**src/rtl/gpio_edge_pkg.sv**
```systemverilog
`timescale 1ns/1ps
package gpio_edge_pkg;

  // Width of the decoded offset field; wider buses must keep upper bits zero
  localparam int OFS_W = 8;

  typedef enum logic [2:0] {
    SEL_DIN,
    SEL_DOUT,
    SEL_DIR,
    SEL_EDGE,
    SEL_MASK,
    SEL_STAT,
    SEL_PEN,
    SEL_NONE
  } reg_sel_e;

  function automatic reg_sel_e decode_offset(input logic [OFS_W-1:0] ofs);
    reg_sel_e sel;
    case (ofs)
      8'h00:   sel = SEL_DIN;
      8'h04:   sel = SEL_DOUT;
      8'h08:   sel = SEL_DIR;
      8'h0C:   sel = SEL_EDGE;
      8'h10:   sel = SEL_MASK;
      8'h14:   sel = SEL_STAT;
      8'h18:   sel = SEL_PEN;
      default: sel = SEL_NONE;
    endcase
    return sel;
  endfunction

endpackage

```
**src/rtl/gpio_in_sync.sv**
```systemverilog
`timescale 1ns/1ps
module gpio_in_sync #(
  parameter int W           = 16,
  parameter int SYNC_STAGES = 2
) (
  input  logic         clk,
  input  logic         rst,
  input  logic [W-1:0] pins_async,
  output logic [W-1:0] sync_o,
  output logic [W-1:0] prev_o
);

  logic [W-1:0] chain [SYNC_STAGES];
  logic [W-1:0] prev_q;

  always_ff @(posedge clk) begin
    if (rst) begin
      for (int i = 0; i < SYNC_STAGES; i++) chain[i] <= '0;
      prev_q <= '0;
    end else begin
      chain[0] <= pins_async;
      for (int i = 1; i < SYNC_STAGES; i++) chain[i] <= chain[i-1];
      prev_q <= chain[SYNC_STAGES-1];
    end
  end

  assign sync_o = chain[SYNC_STAGES-1];
  assign prev_o = prev_q;

endmodule

```
**src/rtl/gpio_evt_status.sv**
```systemverilog
`timescale 1ns/1ps
module gpio_evt_status #(
  parameter int W = 16
) (
  input  logic         clk,
  input  logic         rst,
  input  logic [W-1:0] cur_i,
  input  logic [W-1:0] prev_i,
  input  logic [W-1:0] rise_sel_i,
  input  logic [W-1:0] dir_i,
  input  logic [W-1:0] mask_i,
  input  logic         clr_we_i,
  input  logic [W-1:0] clr_bits_i,
  output logic [W-1:0] status_o,
  output logic         irq_o
);

  logic [W-1:0] ev;
  logic [W-1:0] clr_eff;
  logic [W-1:0] st_n;
  logic [W-1:0] st_q;
  logic         irq_q;

  for (genvar i = 0; i < W; i++) begin : g_pin
    logic went_up, went_down;
    assign went_up   = cur_i[i] & ~prev_i[i];
    assign went_down = ~cur_i[i] & prev_i[i];
    assign ev[i] = dir_i[i] & ~mask_i[i] & (rise_sel_i[i] ? went_up : went_down);
  end

  assign clr_eff = clr_we_i ? clr_bits_i : '0;
  // a fresh event overrides a clear of the same bit
  assign st_n    = (st_q & ~clr_eff) | ev;

  always_ff @(posedge clk) begin
    if (rst) begin
      st_q  <= '0;
      irq_q <= 1'b0;
    end else begin
      st_q  <= st_n;
      irq_q <= |st_n;
    end
  end

  assign status_o = st_q;
  assign irq_o    = irq_q;


  evt_sets_status_chk: assert property (@(posedge clk) disable iff (rst)
    (ev != '0) |=> ((st_q & $past(ev)) == $past(ev)));


  blocked_pin_quiet_chk: assert property (@(posedge clk) disable iff (rst)
    1'b1 |=> ((st_q & ~$past(st_q) & ($past(mask_i) | ~$past(dir_i))) == '0));


  clear_needs_write_chk: assert property (@(posedge clk) disable iff (rst)
    1'b1 |=> (($past(st_q) & ~st_q & ~$past(clr_eff)) == '0));

endmodule

```
**src/rtl/gpio_edge_port.sv**
```systemverilog
`timescale 1ns/1ps
module gpio_edge_port
  import gpio_edge_pkg::*;
#(
  parameter int NPINS       = 16,
  parameter int ADDR_W      = 8,
  parameter int SYNC_STAGES = 2
) (
  input  logic              clk,
  input  logic              rst,
  input  logic              wr_en,
  input  logic              rd_en,
  input  logic              bus_wide,
  input  logic [ADDR_W-1:0] addr,
  input  logic [NPINS-1:0]  wdata,
  output logic [NPINS-1:0]  rdata,
  input  logic [NPINS-1:0]  pins_in,
  output logic [NPINS-1:0]  pins_out,
  output logic              irq
);

  localparam logic [NPINS-1:0] ONES = {NPINS{1'b1}};

  logic [NPINS-1:0] dout_q, dir_q, edge_q, mask_q, pen_q;
  logic [NPINS-1:0] dout_n, dir_n, edge_n, mask_n, pen_n;
  logic [NPINS-1:0] sync_w, prev_w, status_w;
  logic [NPINS-1:0] rd_mux;
  logic [NPINS-1:0] rdata_q, pins_q;
  logic             hi_zero;
  logic             wr_ok, rd_ok, clr_we;
  reg_sel_e         sel;

  // offsets above the decoded field must be zero (ADDR_W >= OFS_W assumed)
  if (ADDR_W > OFS_W) begin : g_hi_addr
    assign hi_zero = (addr[ADDR_W-1:OFS_W] == '0);
  end else begin : g_no_hi_addr
    assign hi_zero = 1'b1;
  end

  assign sel    = hi_zero ? decode_offset(addr[OFS_W-1:0]) : SEL_NONE;
  assign wr_ok  = wr_en & bus_wide;
  assign rd_ok  = rd_en & bus_wide;
  assign clr_we = wr_ok && (sel == SEL_STAT);

  gpio_in_sync #(.W(NPINS), .SYNC_STAGES(SYNC_STAGES)) u_sync (
    .clk        (clk),
    .rst        (rst),
    .pins_async (pins_in),
    .sync_o     (sync_w),
    .prev_o     (prev_w)
  );

  gpio_evt_status #(.W(NPINS)) u_evt (
    .clk        (clk),
    .rst        (rst),
    .cur_i      (sync_w),
    .prev_i     (prev_w),
    .rise_sel_i (edge_q),
    .dir_i      (dir_q),
    .mask_i     (mask_q),
    .clr_we_i   (clr_we),
    .clr_bits_i (wdata),
    .status_o   (status_w),
    .irq_o      (irq)
  );

  always_comb begin
    dout_n = dout_q;
    dir_n  = dir_q;
    edge_n = edge_q;
    mask_n = mask_q;
    pen_n  = pen_q;
    if (wr_ok) begin
      case (sel)
        SEL_DOUT: dout_n = wdata;
        SEL_DIR:  dir_n  = wdata;
        SEL_EDGE: edge_n = wdata;
        SEL_MASK: mask_n = wdata;
        SEL_PEN:  pen_n  = wdata;
        default:  ;
      endcase
    end
  end

  always_comb begin
    case (sel)
      SEL_DIN:  rd_mux = sync_w & pen_q;
      SEL_DOUT: rd_mux = dout_q;
      SEL_DIR:  rd_mux = dir_q;
      SEL_EDGE: rd_mux = edge_q;
      SEL_MASK: rd_mux = mask_q;
      SEL_STAT: rd_mux = status_w;
      SEL_PEN:  rd_mux = pen_q;
      default:  rd_mux = '0;
    endcase
  end

  always_ff @(posedge clk) begin
    if (rst) begin
      dout_q  <= ONES;
      dir_q   <= ONES;
      edge_q  <= ONES;
      mask_q  <= ONES;
      pen_q   <= ONES;
      pins_q  <= '0;
      rdata_q <= '0;
    end else begin
      dout_q  <= dout_n;
      dir_q   <= dir_n;
      edge_q  <= edge_n;
      mask_q  <= mask_n;
      pen_q   <= pen_n;
      pins_q  <= dout_n & ~dir_n;
      rdata_q <= rd_ok ? rd_mux : '0;
    end
  end

  assign rdata    = rdata_q;
  assign pins_out = pins_q;


  out_off_for_inputs_chk: assert property (@(posedge clk) disable iff (rst)
    (pins_out & dir_q) == '0);


  narrow_write_ignored_chk: assert property (@(posedge clk) disable iff (rst)
    (wr_en && !bus_wide) |=> ($stable(mask_q) && $stable(dout_q) && $stable(dir_q)));


  idle_read_zero_chk: assert property (@(posedge clk) disable iff (rst)
    !(rd_en && bus_wide) |=> (rdata == '0));

endmodule

```
**config.mk**
```make
export PLATFORM = sky130hd
export DESIGN_NAME = gpio_edge_port
export DESIGN_NICKNAME = d
export VERILOG_FILES = /design/src/rtl/gpio_edge_pkg.sv /design/src/rtl/gpio_in_sync.sv /design/src/rtl/gpio_evt_status.sv /design/src/rtl/gpio_edge_port.sv
export SDC_FILE = /design/constraint.sdc
export NUM_CORES = 1
export LEC_CHECK = 0
export BUFFER_PORTS_ARGS = -buffer_cell sky130_fd_sc_hd__buf_4
export CAP_MARGIN = 5
export CORE_MARGIN = 1.5
export CORE_UTILIZATION = 52
export DETAILED_ROUTE_END_ITERATION = 8
export PLACE_DENSITY = 0.75
export REMOVE_ABC_BUFFERS = 1
export SYNTH_ARGS = -nofsm -noshare
export SYNTH_HDL_FRONTEND = slang
export SYNTH_SLANG_ARGS = --single-unit
```
**constraint.sdc**
```tcl
create_clock -name clk -period 2.5 [get_ports clk]
set_input_delay 0.5 -clock clk [delete_from_list [all_inputs] [get_ports clk]]
set_output_delay 0.5 -clock clk [all_outputs]
set_load 0.1 [all_outputs]
```
; ---- Word level (Yosys, flattened, before mapping)
; Memory sizes are Yosys's and may differ from the RTL's.
; Cells that the tools add are included.
[totals]
regBits = 145
latchBits = 0
ram_bits = 32
mem_bits_ro = 0
input_bits = 45
output_inout_bits = 33
wordCells = 182
n_memories = 1
[mem_list]
columns = name, depth, width, read_ports, rd_clocked_by_memory_dff, write_ports, line
row1 = u_sync.chain, 2, 16, 2, 0, 2, gpio_in_sync.sv:13  ; logic [W-1:0] chain [SYNC_STAGES];
[op_classes]
addsub = 0
n_mul = 0
div_mod_pow = 0
magnitude_cmp = 0
n_eq_ne = 12
shifts = 0
n_mux = 28
n_bitwise = 123
reduce_logical = 8
[op_table]
columns = op, n
row1 = $mux W16, 7
row2 = $pmux W16 S7, 1
row3 = $and A1 B1 Y1, 66
row4 = $not A1 Y1, 49
row5 = $and A16 B16 Y16, 3
row6 = $not A16 Y16, 2
row7 = $eq A8 B5 Y1 const B, 3
row8 = $pmux W3 S7, 1
row9 = $mux W1, 19
row10 = $eq A8 B4 Y1 const B, 2
row11 = $or A16 B16 Y16, 1
row12 = $reduce_or A16 Y1, 1
row13 = $eq A3 B3 Y1 const B, 3
row14 = $eq A8 B3 Y1 const B, 1
row15 = $logic_not A8 Y1, 1
row16 = $eq A3 B2 Y1 const B, 2
row17 = $reduce_and A2 Y1, 3
row18 = $eq A3 B1 Y1 const B, 1
row19 = $logic_not A3 Y1, 1
row20 = $or A1 B1 Y1, 2
row21 = $reduce_or A2 Y1, 1
row22 = $logic_and A1 B1 Y1, 1

; ---- Depth between registers and ports, before layout
; Gate-level depths: netlist of the first run.
[logic_depth]
word_depth = 9
ltp_mapped = 8

; ---- By module
; A second synthesis of the first run with hierarchy kept.
[unflattened]
cells_unflattened = 732
area_unflattened_um2 = 7327.0
[modules_own_cells]
columns = mod, n_inst, cells_each, area_each_um2, seq_area_each_um2
row1 = gpio_edge_port, 1, 472, 4812.1, 2242.2
row2 = gpio_in_sync, 1, 117, 1425.1, 960.9
row3 = gpio_evt_status, 1, 143, 1089.8, 340.3

; ---- Worst setup path after synthesis of the first run
; No wires, ideal clock.
[synth_path]
path_kind = input-to-reg
from = input addr[7]
to = register dout_q[10]
setup_ns = 0.119
arrival_ns = 2.232
path_slack_ns = 0.149
path_stages = 8
n_path_buf = 3
cell_sequence = or4_1 buf_4 nor4_4 and2_1 buf_4 buf_6 mux2i_1 nand2b_1
[synth_between]
elab_chain_len = 5
[synth_lines]
columns = element, line
row1 = from (decl), gpio_edge_port.sv:14  ; input logic [ADDR_W-1:0] addr,
row2 = $eq A8 B5 Y1 (tied with other cells), gpio_edge_pkg.sv:20  ; case (ofs)
row3 = $pmux W3 S7 (*), gpio_edge_pkg.sv:20
row4 = $eq A3 B1 Y1 (*), gpio_edge_port.sv:74  ; case (sel)
row5 = $mux W16 (*), gpio_edge_port.sv:74
row6 = $mux W16 (*), gpio_edge_port.sv:73  ; if (wr_ok) begin
row7 = to (signal assigned), gpio_edge_port.sv:108  ; dout_q <= dout_n;
row8 = to (decl), gpio_edge_port.sv:24  ; logic [NPINS-1:0] dout_q, dir_q, edge_q, mask_q, pen_q;
; Mark *: on every way between the ends. The rest lies on a longest branch, timed or not.
; A chain may end at the register's enable or synchronous reset.

; ---- Worst setup path after layout of the first run
[layout_path]
from = input addr[7]
to = register u_evt.irq_q (netlist: u_evt.irq_o)
[layout_between]
elab_chain_len = 9
[layout_lines]
columns = element, line
row1 = $eq A8 B5 Y1 (tied with other cells), gpio_edge_pkg.sv:20
row2 = $pmux W3 S7 (*), gpio_edge_pkg.sv:20
row3 = $eq A3 B3 Y1 (*), gpio_edge_port.sv:43  ; assign clr_we = wr_ok && (sel == SEL_STAT);
row4 = $logic_and A1 B1 Y1 (*), gpio_edge_port.sv:43
row5 = $mux W16 (*), gpio_evt_status.sv:31  ; assign clr_eff = clr_we_i ? clr_bits_i : '0;
row6 = $not A16 Y16 (*), gpio_evt_status.sv:33  ; assign st_n = (st_q & ~clr_eff) | ev;
row7 = $and A16 B16 Y16 (*), gpio_evt_status.sv:33
row8 = $or A16 B16 Y16 (*), gpio_evt_status.sv:33
row9 = $reduce_or A16 Y1 (*), gpio_evt_status.sv:41  ; irq_q <= |st_n;
row10 = to (signal assigned), gpio_evt_status.sv:41
row11 = to (decl), gpio_evt_status.sv:22  ; logic irq_q;
; Marked as above.

==> run summary, run 1 <==
The total iterations of the first detailed-routing run is 6. The maximum level of the CTS H-tree is 4. In this run the horizontal extent of the chip is 119 µm.

The sequential power share is 50.1%. Synthesis produced 735 cells. The netlist area before placement came out at 7020 µm². The half-perimeter wire length of the detailed placement result is 12,200 µm. The number of synthesized flops with an enable pin came out at 0. The final cell count without fillers came out at 1,017. The total number of vias is 5,824. The hold violation count in the final report is 0. The number of design rule violations left after detail routing came out at 0.

The share of the synthesized area in compound gates (AO/OA/AOI/OAI) came out at 12.2%. The setup slack of the worst register-to-register path came out at 720 ps. The vias per cell came out at 5.73. The number of inserted diodes is 0. The count of antenna-violating nets left after detailed routing is 0. OpenSTA, run right after detailed placement, puts the worst setup slack at -97.1 ps.

The number of antenna violations at the first check in global routing is 0. The quantity of I/O buffers inserted on ports came out at 77. Of all cell types, the one taking the most synthesized area is sky130_fd_sc_hd__dfxtp_1. The clock latency of the later-clocked register in the worst-skew pair is 430 ps. In the final layout, the multi-input gates occupy 3200 µm². The endpoint required time on the critical path is 2800 ps. The global-route wire length before repair is 29,500 µm. The worst relative slew slack came out at 72.1%. The average wire per cell in the routed design is 18.3 µm. The final RePlAce weighted congestion came out at 0.836. The die height is 119 µm.

The net switching component of the power is 1280 µW. Across the VDD grid, the largest voltage drop is 0.491 mV. The total power per unit cell area is 673 nW/µm². The average footprint of a synthesized cell came out at 9.55 µm².

The largest buffer count on any clock path is 2. The first routing iteration left 585 violations. TritonCTS built the clock tree. After clock tree synthesis, the setup repair step added 0 buffers. The number of hold buffers added after cts is 0.

The number of failing setup endpoints in the final timing report came out at 0. The largest fanout on the critical path came out at 3. The via count of the first global-routing pass is 5,797. After detailed routing, the total wire length is 18,600 µm.

In the final timing run, aggregate negative setup slack is 0 ps. The floorplan step defined a die boundary enclosing 14,200 µm². CTS placed an instance of sky130_fd_sc_hd__clkbuf_16 at the clock tree root. STA classifies the critical path endpoint as a flop. By area, the combinational part of the netlist is dominated by simple AND/OR/NAND/NOR gates. The cell internal power dissipation came out at 4450 µW. The flow ran to the end, and the final reports show no timing, DRC or antenna violations. The area overhead of the layout relative to synthesis came out at 21.2%.

The maximum frequency from static timing analysis is 459 MHz. In this run the worst hold path is classified as input pin to flop. The shortest clock period the worst path allows after layout is 2180 ps. The number of placed instances, taps included, is 985. Fill cells in the final layout number 1,115. After clock tree synthesis, the clock-pin slew on the worst setup and hold paths is 70 ps. The row count is 42. The max-slew violation total from the final report came to 0.

The final setup slack of the worst path is 323 ps. The worst setup path is of the input pin to flop kind. The adder-cell share of the synthesized area came out at 0%. The part of the cycle the worst path needs came out at 87.1%.

The TritonCTS sink count came out at 177. The combinational power share is 3.8%. The leakage power is 0.00365 µW. The number of warnings printed during yosys synthesis came out at 0. The share of Yosys cell area claimed by the top area cell type is 50.5%.

The critical path launch point type is an input pin. The number of top-level design ports is 78. Summing all flip-flop and latch instances after layout gives 3540 µm². The placeable core region came out at 13,200 µm².

The largest net degree at the start of global routing is 101. The simple-gate share of the synthesized area is 31.0%. The switching portion of total power came out at 22.3%.

At the pin with the least slew margin, the transition time is 416 ps. The distinct cell type count after synthesis is 35. The share of synthesized registers carrying an async set or reset is 0%.

The effective utilization at floorplan came out at 53.2%. The number of buffers created by CTS is 17. Ranked by total cell area, the synthesized netlist is headed by sky130_fd_sc_hd__dfxtp_1 (50%), sky130_fd_sc_hd__nor2b_1 (7.1%), sky130_fd_sc_hd__nand2_1 (6.3%).

Setup repair after global routing left no endpoint under its margin. The number of register bits inferred by synthesis came out at 177. The data arrival at the endpoint of the critical path came out at 2470 ps. The share of the yosys chip area belonging to registers came out at 50.5%. Among all flip-flop cells after synthesis, the most frequent one is sky130_fd_sc_hd__dfxtp_1. The number of max-cap violations is 0. Summing the areas of all xor and xnor instances in the mapped netlist gives 0% of the synthesized area. The fraction of power consumed by the clock network is 46.1%. For the final database, setup skew stands at 7.78 ps. The multiplexer fraction of the synthesized cell area is 2.28%. Summed over all layers, the global routing overflow is 0. The number of gates resized after cts is 0. The number of nets in the layout is 873.

The all-layer global routing usage came out at 26.9%. The proportion of layout cells with a drive suffix above 1 is 18.8%.
[per-layer routing]
layer / vias up / global-route usage [%] / share of wire (%)
met5: - / 0 / 0
met4: 0 / 9.79 / 2.0
met3: 37 / 7.33 / 9.1
met2: 262 / 44.4 / 46
met1: 2795 / 33.8 / 42
li1: 2730 / - / -
[worst paths after layout]
path	to	from	cells after the start
hold reg to reg	u_sync.chain[0][28]$_SDFF_PP0_	u_sync.chain[0][12]$_SDFF_PP0_	1
hold / removal	u_sync.chain[0][2]$_SDFF_PP0_	pins_in[2]	2
setup reg to reg	u_evt.irq_o$_SDFF_PP0_	u_sync.chain[0][28]$_SDFF_PP0_	6
setup / recovery	u_evt.irq_o$_SDFF_PP0_	addr[7]	8
[cells in the final DEF (no fill, tap or decap), types with 17 or more instances in the layout]
| cell | count |
|---|---|
| sky130_fd_sc_hd__dfxtp_1 | 177 |
| sky130_fd_sc_hd__inv_1 | 17 |
| sky130_fd_sc_hd__nand2_1 | 118 |
| sky130_fd_sc_hd__o211ai_1 | 17 |
| sky130_fd_sc_hd__nand2b_1 | 34 |
| sky130_fd_sc_hd__nor2_1 | 19 |
| sky130_fd_sc_hd__clkbuf_16 | 17 |
| sky130_fd_sc_hd__nand3b_1 | 48 |
| sky130_fd_sc_hd__buf_4 | 115 |
| sky130_fd_sc_hd__nor2b_1 | 80 |
[through the flow]
| step | utilization (%) | cell area (µm²) | power [µW] | hold WS (ps) |
|---|---|---|---|---|
| 2_1_floorplan | - | 6800 | 3010 | 414 |
| 3_3_place_gp | 60.1 | 7930 | 3140 | 416 |
| 3_5_place_dp | 60.1 | 7930 | 3150 | 425 |
| 4_1_cts | 64.5 | 8510 | 5760 | 266 |
| 5_1_grt | 64.5 | 8510 | 5900 | 273 |
| 6_report | 64.5 | 8510 | 5730 | 274 |
[cells by family after synthesis]
logic type / count (synthesis)
compound gates: 114
buf+inv: 60
flops: 177
mux: 16
simple gates: 368
[state kept, by name, summed over array words and instances, names as in the netlist, 16 cells and up]
| name | count |
|---|---|
| u_sync.chain | 32 |
| dir_q | 16 |
| u_sync.prev_o | 16 |
| u_evt.status_o | 16 |
| rdata | 16 |
| edge_q | 16 |
| pins_out | 16 |
| pen_q | 16 |
| dout_q | 16 |
| mask_q | 16 |
[cell type report]
cell class / count / area share, %
Tap cell: 176 / 2.59
Timing Repair Buffer: 117 / 10.6
Clock inverter: 14 / 1.81
Inverter: 17 / 0.750
Clock buffer: 18 / 5.04
Multi-Input combinational cell: 498 / 37.6
Sequential cell: 177 / 41.6
[power groups by stage]
stage | clock, µW | combinational, µW | sequential, µW
3_5_place_dp | 0 | 217 | 2930
3_3_place_gp | 0 | 212 | 2930
4_1_cts | 2670 | 218 | 2870
2_1_floorplan | 0 | 76.0 | 2930
6_report | 2640 | 218 | 2870
5_1_grt | 2800 | 233 | 2870
[cells in the mapped netlist, types with 4 or more instances]
cell,n
sky130_fd_sc_hd__a211o_1,16
sky130_fd_sc_hd__a21o_1,16
sky130_fd_sc_hd__a222oi_1,16
sky130_fd_sc_hd__a22oi_1,16
sky130_fd_sc_hd__a31oi_1,16
sky130_fd_sc_hd__and3_1,16
sky130_fd_sc_hd__and3b_1,16
sky130_fd_sc_hd__buf_2,5
sky130_fd_sc_hd__buf_4,6
sky130_fd_sc_hd__clkbuf_1,26
sky130_fd_sc_hd__dfxtp_1,177
sky130_fd_sc_hd__inv_1,17
sky130_fd_sc_hd__mux2i_1,16
sky130_fd_sc_hd__nand2_1,118
sky130_fd_sc_hd__nand2b_1,34
sky130_fd_sc_hd__nand3b_1,48
sky130_fd_sc_hd__nor2_1,19
sky130_fd_sc_hd__nor2b_1,80
sky130_fd_sc_hd__nor3b_1,16
sky130_fd_sc_hd__nor4_1,4
sky130_fd_sc_hd__nor4_4,5
sky130_fd_sc_hd__o211ai_1,17
sky130_fd_sc_hd__o21ai_0,16
[critical path, cell delays in order]
cell and delay, ps:
sky130_fd_sc_hd__buf_4 110, sky130_fd_sc_hd__or4b_2 720, sky130_fd_sc_hd__nor3_4 230, sky130_fd_sc_hd__buf_4 170, sky130_fd_sc_hd__o211ai_1 100, sky130_fd_sc_hd__nor4_1 390
sky130_fd_sc_hd__buf_4 170, sky130_fd_sc_hd__a41oi_1 80
No activity file was read; power rests on OpenSTA's default activity.
==> run 2: changes to the inputs <==
--- a/config.mk
+++ b/config.mk
@@ -6,11 +6,9 @@
 export NUM_CORES = 1
 export LEC_CHECK = 0
 export BUFFER_PORTS_ARGS = -buffer_cell sky130_fd_sc_hd__buf_4
-export CAP_MARGIN = 5
 export CORE_MARGIN = 1.5
-export CORE_UTILIZATION = 52
+export CORE_UTILIZATION = 40
 export DETAILED_ROUTE_END_ITERATION = 8
-export PLACE_DENSITY = 0.75
 export REMOVE_ABC_BUFFERS = 1
 export SYNTH_ARGS = -nofsm -noshare
 export SYNTH_HDL_FRONTEND = slang
==> run 2 against run 1 <==
Utilization down 14 points; first-iteration DRC count down 8.0%; sequential power about the same; power up 7.5%; final cell count up 4.6%; hold slack better by 1.5 ps; register-to-register slack better by 20 ps; sequential cell count unchanged; non-clock buffer count down 2; critical path type unchanged.
==> run summary, run 2 (synthesized netlist as in run 1, its figures left out) <==
The hold path startpoint is pins_in[4] (was pins_in[2]). The all-layer global routing usage is 21.6% (was 26.9%). The vias per cell is 5.42 (was 5.73).

The number of antenna violations at the first check in global routing came to 0 (unchanged). The largest buffer count on any clock path came to 2 (unchanged). The slew of the pin with the lowest slew margin came out at 497 ps (was 416 ps). The final RePlAce weighted congestion came out at 0.866 (was 0.836). The die footprint is 18,400 µm² (was 14,200 µm²). The placeable core region is 17,200 µm² (was 13,200 µm²). The post-CTS clock slew at the launch and capture registers of the worst setup and hold paths is 60 ps (was 70 ps). The starting DRC count in detailed routing is 538 (was 585). The row count came to 48 (was 42). Most frequent cells in the layout: sky130_fd_sc_hd__dfxtp_1 (177), sky130_fd_sc_hd__nand2_1 (118), sky130_fd_sc_hd__buf_4 (109) (was sky130_fd_sc_hd__dfxtp_1 (177), sky130_fd_sc_hd__nand2_1 (118), sky130_fd_sc_hd__buf_4 (115)). The cell depth of the worst hold path was 2 (unchanged). The post-layout total power came out at 6150 µW (was 5730 µW). The effective utilization at floorplan came out at 40.7% (was 53.2%). The total iterations of the first detailed-routing run is 5 (was 6). The area overhead of the layout relative to synthesis came out at 24.0% (was 21.2%). The maximum level of the CTS H-tree is 4 (unchanged). The shortest clock period the worst path allows after layout came out at 2250 ps (was 2180 ps). The CTS tree is done (unchanged). The setup slack of the worst register-to-register path is 740 ps (was 720 ps). The largest voltage drop on the vdd net came out at 0.507 mV (was 0.491 mV). The total power per unit cell area is 707 nW/µm² (was 673 nW/µm²). The leakage power came out at 0.00369 µW (was 0.00365 µW). The horizontal die dimension came out at 135 µm (was 119 µm).

The global-route wire length before repair is 30,200 µm (was 29,500 µm). The count of antenna-violating nets left after detailed routing came out at 0 (unchanged). The max-slew violation total from the final report was 0 (unchanged). The placed instance count came to 1,032 (was 985). The number of design rule violations left after detail routing is 0 (unchanged). The post-route worst hold slack is 275 ps (was 274 ps).

The data arrival at the endpoint of the critical path came out at 2550 ps (was 2470 ps). The number of gates resized after cts is 0 (unchanged). The flip-flop count of the largest register after layout came out at 32 (unchanged). The cell depth of the worst flop-to-flop path came to 6 (unchanged).

The worst relative slew slack came out at 66.8% (was 72.1%). The half-perimeter wire length of the detailed placement result is 12,900 µm (was 12,200 µm). The library cell used as clock root buffer is sky130_fd_sc_hd__clkbuf_16 (unchanged). The average wire per cell in the routed design is 18.1 µm (was 18.3 µm). The number of fill cells is 1,569 (was 1,115).

The endpoint required time on the critical path came out at 2800 ps (about the same). The largest net degree at the start of global routing came out at 61 (was 101). The kind of critical path is input pin to flop (unchanged).

The number of failing setup endpoints in the final timing report is 0 (unchanged). The aggregate global routing overflow was 0 (unchanged). The number of buffers created by CTS came out at 17 (unchanged). The critical path launch point type was an input pin (unchanged). The number of hold buffers added after cts came out at 0 (unchanged).

The kind of end point of the critical path is a flop (unchanged). The clock latency of the later-clocked register in the worst-skew pair came out at 430 ps (about the same). The number of top-level design ports came out at 78 (unchanged). Setup repair after global routing missed its margin: false (unchanged).

The maximum frequency from static timing analysis came out at 444 MHz (was 459 MHz). The part of the cycle the worst path needs is 90.1% (was 87.1%). The class of the tightest hold or removal check is input pin to flop (unchanged).

The final cell count without fillers came out at 1,064 (was 1,017). Result of the run: finished, final reports clean (unchanged). The reg-to-reg critical path startpoint is edge_q[9]$_SDFFE_PP1P_ (was u_sync.chain[0][28]$_SDFF_PP0_). The post-CTS setup buffer count is 0 (unchanged). The proportion of layout cells with a drive suffix above 1 came out at 18.6% (was 18.8%).

The hold violation count in the final report came to 0 (unchanged). The via count of the first global-routing pass is 5,554 (was 5,797). The top register by number of flip-flops is u_sync.chain (unchanged).

The number of max-cap violations is 0 (unchanged). The maximum clock skew at final layout was 7.19 ps (was 7.78 ps). The TritonCTS sink count came out at 177 (unchanged). The number of inserted diodes is 0 (unchanged). The largest fanout on the critical path came out at 8 (was 3).

The end point of the most critical hold path was u_sync.chain[0][4]$_SDFF_PP0_ (was u_sync.chain[0][2]$_SDFF_PP0_). The number of nets in the layout is 871 (was 873). The quantity of I/O buffers inserted on ports came out at 77 (unchanged). The most common library cell in the layout ignoring fill and taps is sky130_fd_sc_hd__dfxtp_1 (unchanged). The die height is 135 µm (was 119 µm). The capture point of the worst reg-to-reg path is u_evt.irq_o$_SDFF_PP0_ (unchanged). The total number of vias is 5,767 (was 5,824). The post-detailed-routing wire length is 19,300 µm (was 18,600 µm).
run 2: cell count changes in the layout (fill, tap and decap cells not counted), sizes merged:
| cell | change |
|---|---|
| clkinv | -5 |
| bufinv | +4 |
| inv | -3 |
| buf | -2 |
| clkbuf | +2 |
| clkinvlp | +2 |
run 2: cell type report:
cell class	instances	area [µm²]	share of cell area (%)
clock buffer	20	457	5.24
sequential	177	3540	40.7
clock inverter	12	228	2.61
inverter	17	63.8	0.733
timing repair buffer	115	938	10.8
multi-input combinational	498	3200	36.7
tap	225	282	3.23
run 2: through the flow:
step	cell area [µm²]	TNS, ps	setup WS, ps	util (%)
after global placement	8020	-171	-171	46.6
after global routing	8710	0	162	50.5
final	8710	0	248	50.5
after detailed placement	8020	-456	-147	46.6
after CTS	8710	0	274	50.5
after floorplan	6800	-31520	-447	-
run 2: worst max-delay path, stage by stage:
cell and delay (ps):
sky130_fd_sc_hd__buf_4 110, sky130_fd_sc_hd__or4b_2 720, sky130_fd_sc_hd__nor3_4 250, sky130_fd_sc_hd__buf_12 160
sky130_fd_sc_hd__o211ai_1 100, sky130_fd_sc_hd__nor4_1 450, sky130_fd_sc_hd__buf_4 180, sky130_fd_sc_hd__a41oi_1 80
run 2: how the worst max path moves through the flow:
stage,start,to,cells after the start
6_report,addr[7],u_evt.irq_o$_SDFF_PP0_,8
2_1_floorplan,addr[7],pins_out[0]$_SDFF_PP0_,5
3_3_place_gp,addr[7],u_evt.irq_o$_SDFF_PP0_,8
4_1_cts,addr[7],u_evt.irq_o$_SDFF_PP0_,8
3_5_place_dp,addr[7],u_evt.irq_o$_SDFF_PP0_,8
5_1_grt,addr[7],u_evt.irq_o$_SDFF_PP0_,8
run 2: power by group:
group	switching, µW	internal [µW]	total (µW)
Clock	1130	1930	3060
Combinational	112	113	225
Sequential	17.9	2850	2870
Total	1260	4900	6150
run 2: per-layer routing:
layer  vias to the layer above  global-route usage [%]  routed length, µm
met5                         -                       0                  0
met4                         0                    9.02                515
met3                        45                    4.45               1240
met2                       219                    33.4               8670
met1                      2768                    29.4               8850
li1                       2735                       -                  -
==> run 3: changes to the inputs <==
--- a/config.mk
+++ b/config.mk
@@ -6,9 +6,12 @@
 export NUM_CORES = 1
 export LEC_CHECK = 0
 export BUFFER_PORTS_ARGS = -buffer_cell sky130_fd_sc_hd__buf_4
+export CELL_PAD_IN_SITES_DETAIL_PLACEMENT = 1
+export CELL_PAD_IN_SITES_GLOBAL_PLACEMENT = 2
 export CORE_MARGIN = 1.5
-export CORE_UTILIZATION = 40
+export CORE_UTILIZATION = 33
 export DETAILED_ROUTE_END_ITERATION = 8
+export PLACE_DENSITY_LB_ADDON = 0.1
 export REMOVE_ABC_BUFFERS = 1
 export SYNTH_ARGS = -nofsm -noshare
 export SYNTH_HDL_FRONTEND = slang
==> run 3 against run 2 <==
First-iteration DRC count is 24% lower; global-route usage down 0.35 points; sequential share of layout area down 0.66 points; via count fell by 0.62%; die area is 21% higher; sequential power about the same; critical path depth did not move; maximum frequency shrank 3.5%; hold slack got worse by 1.8 ps; utilization shrank 8.3 points.
==> run summary, run 3 (synthesized netlist as in run 1, its figures left out) <==
The data arrival at the endpoint of the critical path is 2630 ps (was 2550 ps). The TritonCTS sink count is 177 (unchanged). Setup repair after global routing missed its margin: false (unchanged).

The critical-path cell with the highest stage delay is sky130_fd_sc_hd__or4b_2 (unchanged). The leakage power was 0.00376 µW (was 0.00369 µW). The largest stage delay on the critical path is 720 ps (about the same). The post-CTS clock slew at the launch and capture registers of the worst setup and hold paths was 70 ps (was 60 ps).

The post-CTS setup buffer count is 0 (unchanged). The total iterations of the first detailed-routing run came out at 5 (unchanged). The net switching component of the power is 1350 µW (was 1260 µW). The post-detailed-routing wire length came out at 22,700 µm (was 19,300 µm). The worst slack at placement was -306 ps (was -147 ps).

The number of inserted diodes came out at 0 (unchanged). The part of the cycle the worst path needs came out at 93.4% (was 90.1%). The number of top-level design ports came out at 78 (unchanged).

The count of antenna-violating nets left after detailed routing is 0 (unchanged). The die footprint is 22,200 µm² (was 18,400 µm²). The effective utilization at floorplan is 33.5% (was 40.7%).

Chain of cells forming the critical path: buf_4 > or4b_2 > nor3_4 > buf_4 > buf_4 > o211ai_1 > nor4_1 > a41oi_1 (was buf_4 > or4b_2 > nor3_4 > buf_12 > o211ai_1 > nor4_1 > buf_4 > a41oi_1). The row count is 53 (was 48). The maximum frequency from static timing analysis came out at 428 MHz (was 444 MHz). The top register by number of flip-flops is u_sync.chain (unchanged). The class of the tightest hold or removal check was input pin to flop (unchanged).

The kind of end point of the critical path was a flop (unchanged). The max-slew violation total from the final report came to 0 (unchanged). The combinational power share came out at 3.7% (about the same). The placeable core region came out at 21,000 µm² (was 17,200 µm²).

The final setup slack of the worst path came to 166 ps (was 248 ps). The number of failing setup endpoints in the final timing report came out at 0 (unchanged). The hold violation count in the final report came out at 0 (unchanged).

The kind of critical path is input pin to flop (unchanged). The number of nets in the layout was 883 (was 871). The cell class contributing the biggest share of worst-path delay is simple AND/OR/NAND/NOR gates (unchanged).

The number of antenna violations at the first check in global routing is 0 (unchanged). The number of gates resized after cts came out at 0 (unchanged). The global-route wire length before repair came out at 35,200 µm (was 30,200 µm). The total power per unit cell area is 694 nW/µm² (was 707 nW/µm²). Most frequent cells in the layout: sky130_fd_sc_hd__dfxtp_1 (177), sky130_fd_sc_hd__buf_4 (120), sky130_fd_sc_hd__nand2_1 (118) (was sky130_fd_sc_hd__dfxtp_1 (177), sky130_fd_sc_hd__nand2_1 (118), sky130_fd_sc_hd__buf_4 (109)). The vias per cell came out at 5.09 (was 5.42). The number of design rule violations left after detail routing came to 0 (unchanged). The cell internal power dissipation is 4790 µW (was 4900 µW). The all-layer global routing usage is 21.3% (was 21.6%). The final RePlAce weighted congestion is 0.803 (was 0.866). The endpoint required time on the critical path came out at 2790 ps (was 2800 ps). The largest buffer count on any clock path is 2 (unchanged). The cell type with the highest occurrence count on the critical path is sky130_fd_sc_hd__buf_4 (unchanged). The aggregate global routing overflow came out at 0 (unchanged). The number of max-cap violations came out at 0 (unchanged).

The final cell count without fillers is 1,126 (was 1,064). The most common library cell in the layout ignoring fill and taps was sky130_fd_sc_hd__dfxtp_1 (unchanged). The quantity of I/O buffers inserted on ports came out at 77 (unchanged). The half-perimeter wire length of the detailed placement result is 15,600 µm (was 12,900 µm). The worst relative slew slack was 68.0% (was 66.8%). The sequential power share is 46.7% (was 46.6%). The slew of the pin with the lowest slew margin came out at 480 ps (was 497 ps). The clock latency of the later-clocked register in the worst-skew pair is 430 ps (about the same). The proportion of layout cells with a drive suffix above 1 is 19.7% (was 18.6%).

The shortest clock period the worst path allows after layout came out at 2330 ps (was 2250 ps). The combined buffer and inverter count along the critical path came to 3 (unchanged). The largest net degree at the start of global routing came out at 50 (was 61). The maximum level of the CTS H-tree came out at 4 (unchanged). The CTS tree is done (unchanged). The fraction of power consumed by the clock network came out at 49.6% (was 49.7%).

The placed instance count came out at 1,094 (was 1,032). Result of the run: finished, final reports clean (unchanged). The flip-flop count of the largest register after layout is 32 (unchanged). The number of buffers created by CTS is 17 (unchanged). The via count of the first global-routing pass is 6,132 (was 5,554). The area overhead of the layout relative to synthesis was 26.1% (was 24.0%). The horizontal die dimension came out at 149 µm (was 135 µm).

The average wire per cell in the routed design is 20.1 µm (was 18.1 µm). The critical path launch point type is an input pin (unchanged). The library cell used as clock root buffer is sky130_fd_sc_hd__clkbuf_16 (unchanged). The maximum clock skew at final layout is 8.40 ps (was 7.19 ps).

The starting DRC count in detailed routing is 408 (was 538). The total number of vias came to 5,731 (was 5,767). The die height came out at 149 µm (was 135 µm).

The switching portion of total power is 22.0% (was 20.4%). The largest fanout on the critical path came out at 8 (unchanged). The largest voltage drop on the vdd net is 0.324 mV (was 0.507 mV). The number of hold buffers added after cts came out at 0 (unchanged).
-- run 3: layout make-up --
| cell class | instances | area [µm²] |
|---|---|---|
| Tap cell | 275 | 344 |
| Multi-Input combinational cell | 498 | 3200 |
| Sequential cell | 177 | 3540 |
| Inverter | 17 | 63.8 |
| Fill cell | 2437 | 12100 |
| Timing Repair Buffer | 127 | 1040 |
| Clock buffer | 19 | 443 |
| Clock inverter | 13 | 219 |
-- run 3: metal layers --
layer  part of all wire, %  global-route usage [%]  vias up
met4                   2.0                    7.18        0
li1                      -                       -     2753
met5                     0                       0        -
met1                    45                    26.8     2811
met3                   3.8                    3.49       33
met2                    49                    36.8      134
-- run 3: stage by stage --
| stage | total power [µW] | setup TNS [ps] | util (%) | hold WS, ps | instance area [µm²] |
|---|---|---|---|---|---|
| 3_3_place_gp | 3160 | -281 | 39.1 | 418 | 8190 |
| 6_report | 6140 | 0 | 42.2 | 274 | 8850 |
| 4_1_cts | 6200 | 0 | 42.2 | 258 | 8850 |
| 5_1_grt | 6340 | 0 | 42.2 | 264 | 8850 |
| 2_1_floorplan | 3010 | -31520 | - | 414 | 6800 |
| 3_5_place_dp | 3170 | -307 | 39.1 | 431 | 8190 |
-- run 3: path summary, 6_finish.rpt --
check / to / from / cells after the start / slack (ps)
setup / recovery: u_evt.irq_o$_SDFF_PP0_ / addr[7] / 8 / 170
setup reg to reg: u_evt.irq_o$_SDFF_PP0_ / edge_q[5]$_SDFFE_PP1P_ / 5 / 780
hold / removal: u_sync.chain[0][4]$_SDFF_PP0_ / pins_in[4] / 2 / 270
hold reg to reg: u_sync.chain[0][18]$_SDFF_PP0_ / u_sync.chain[0][2]$_SDFF_PP0_ / 1 / 440
-- run 3: power groups by stage --
stage                     logic, µW  registers [µW]  clock network [µW]
after detailed placement        232            2930                   0
after global routing            249            2870                3220
after CTS                       233            2870                3100
after floorplan                76.0            2930                   0
after global placement          227            2930                   0
final                           229            2870                3040
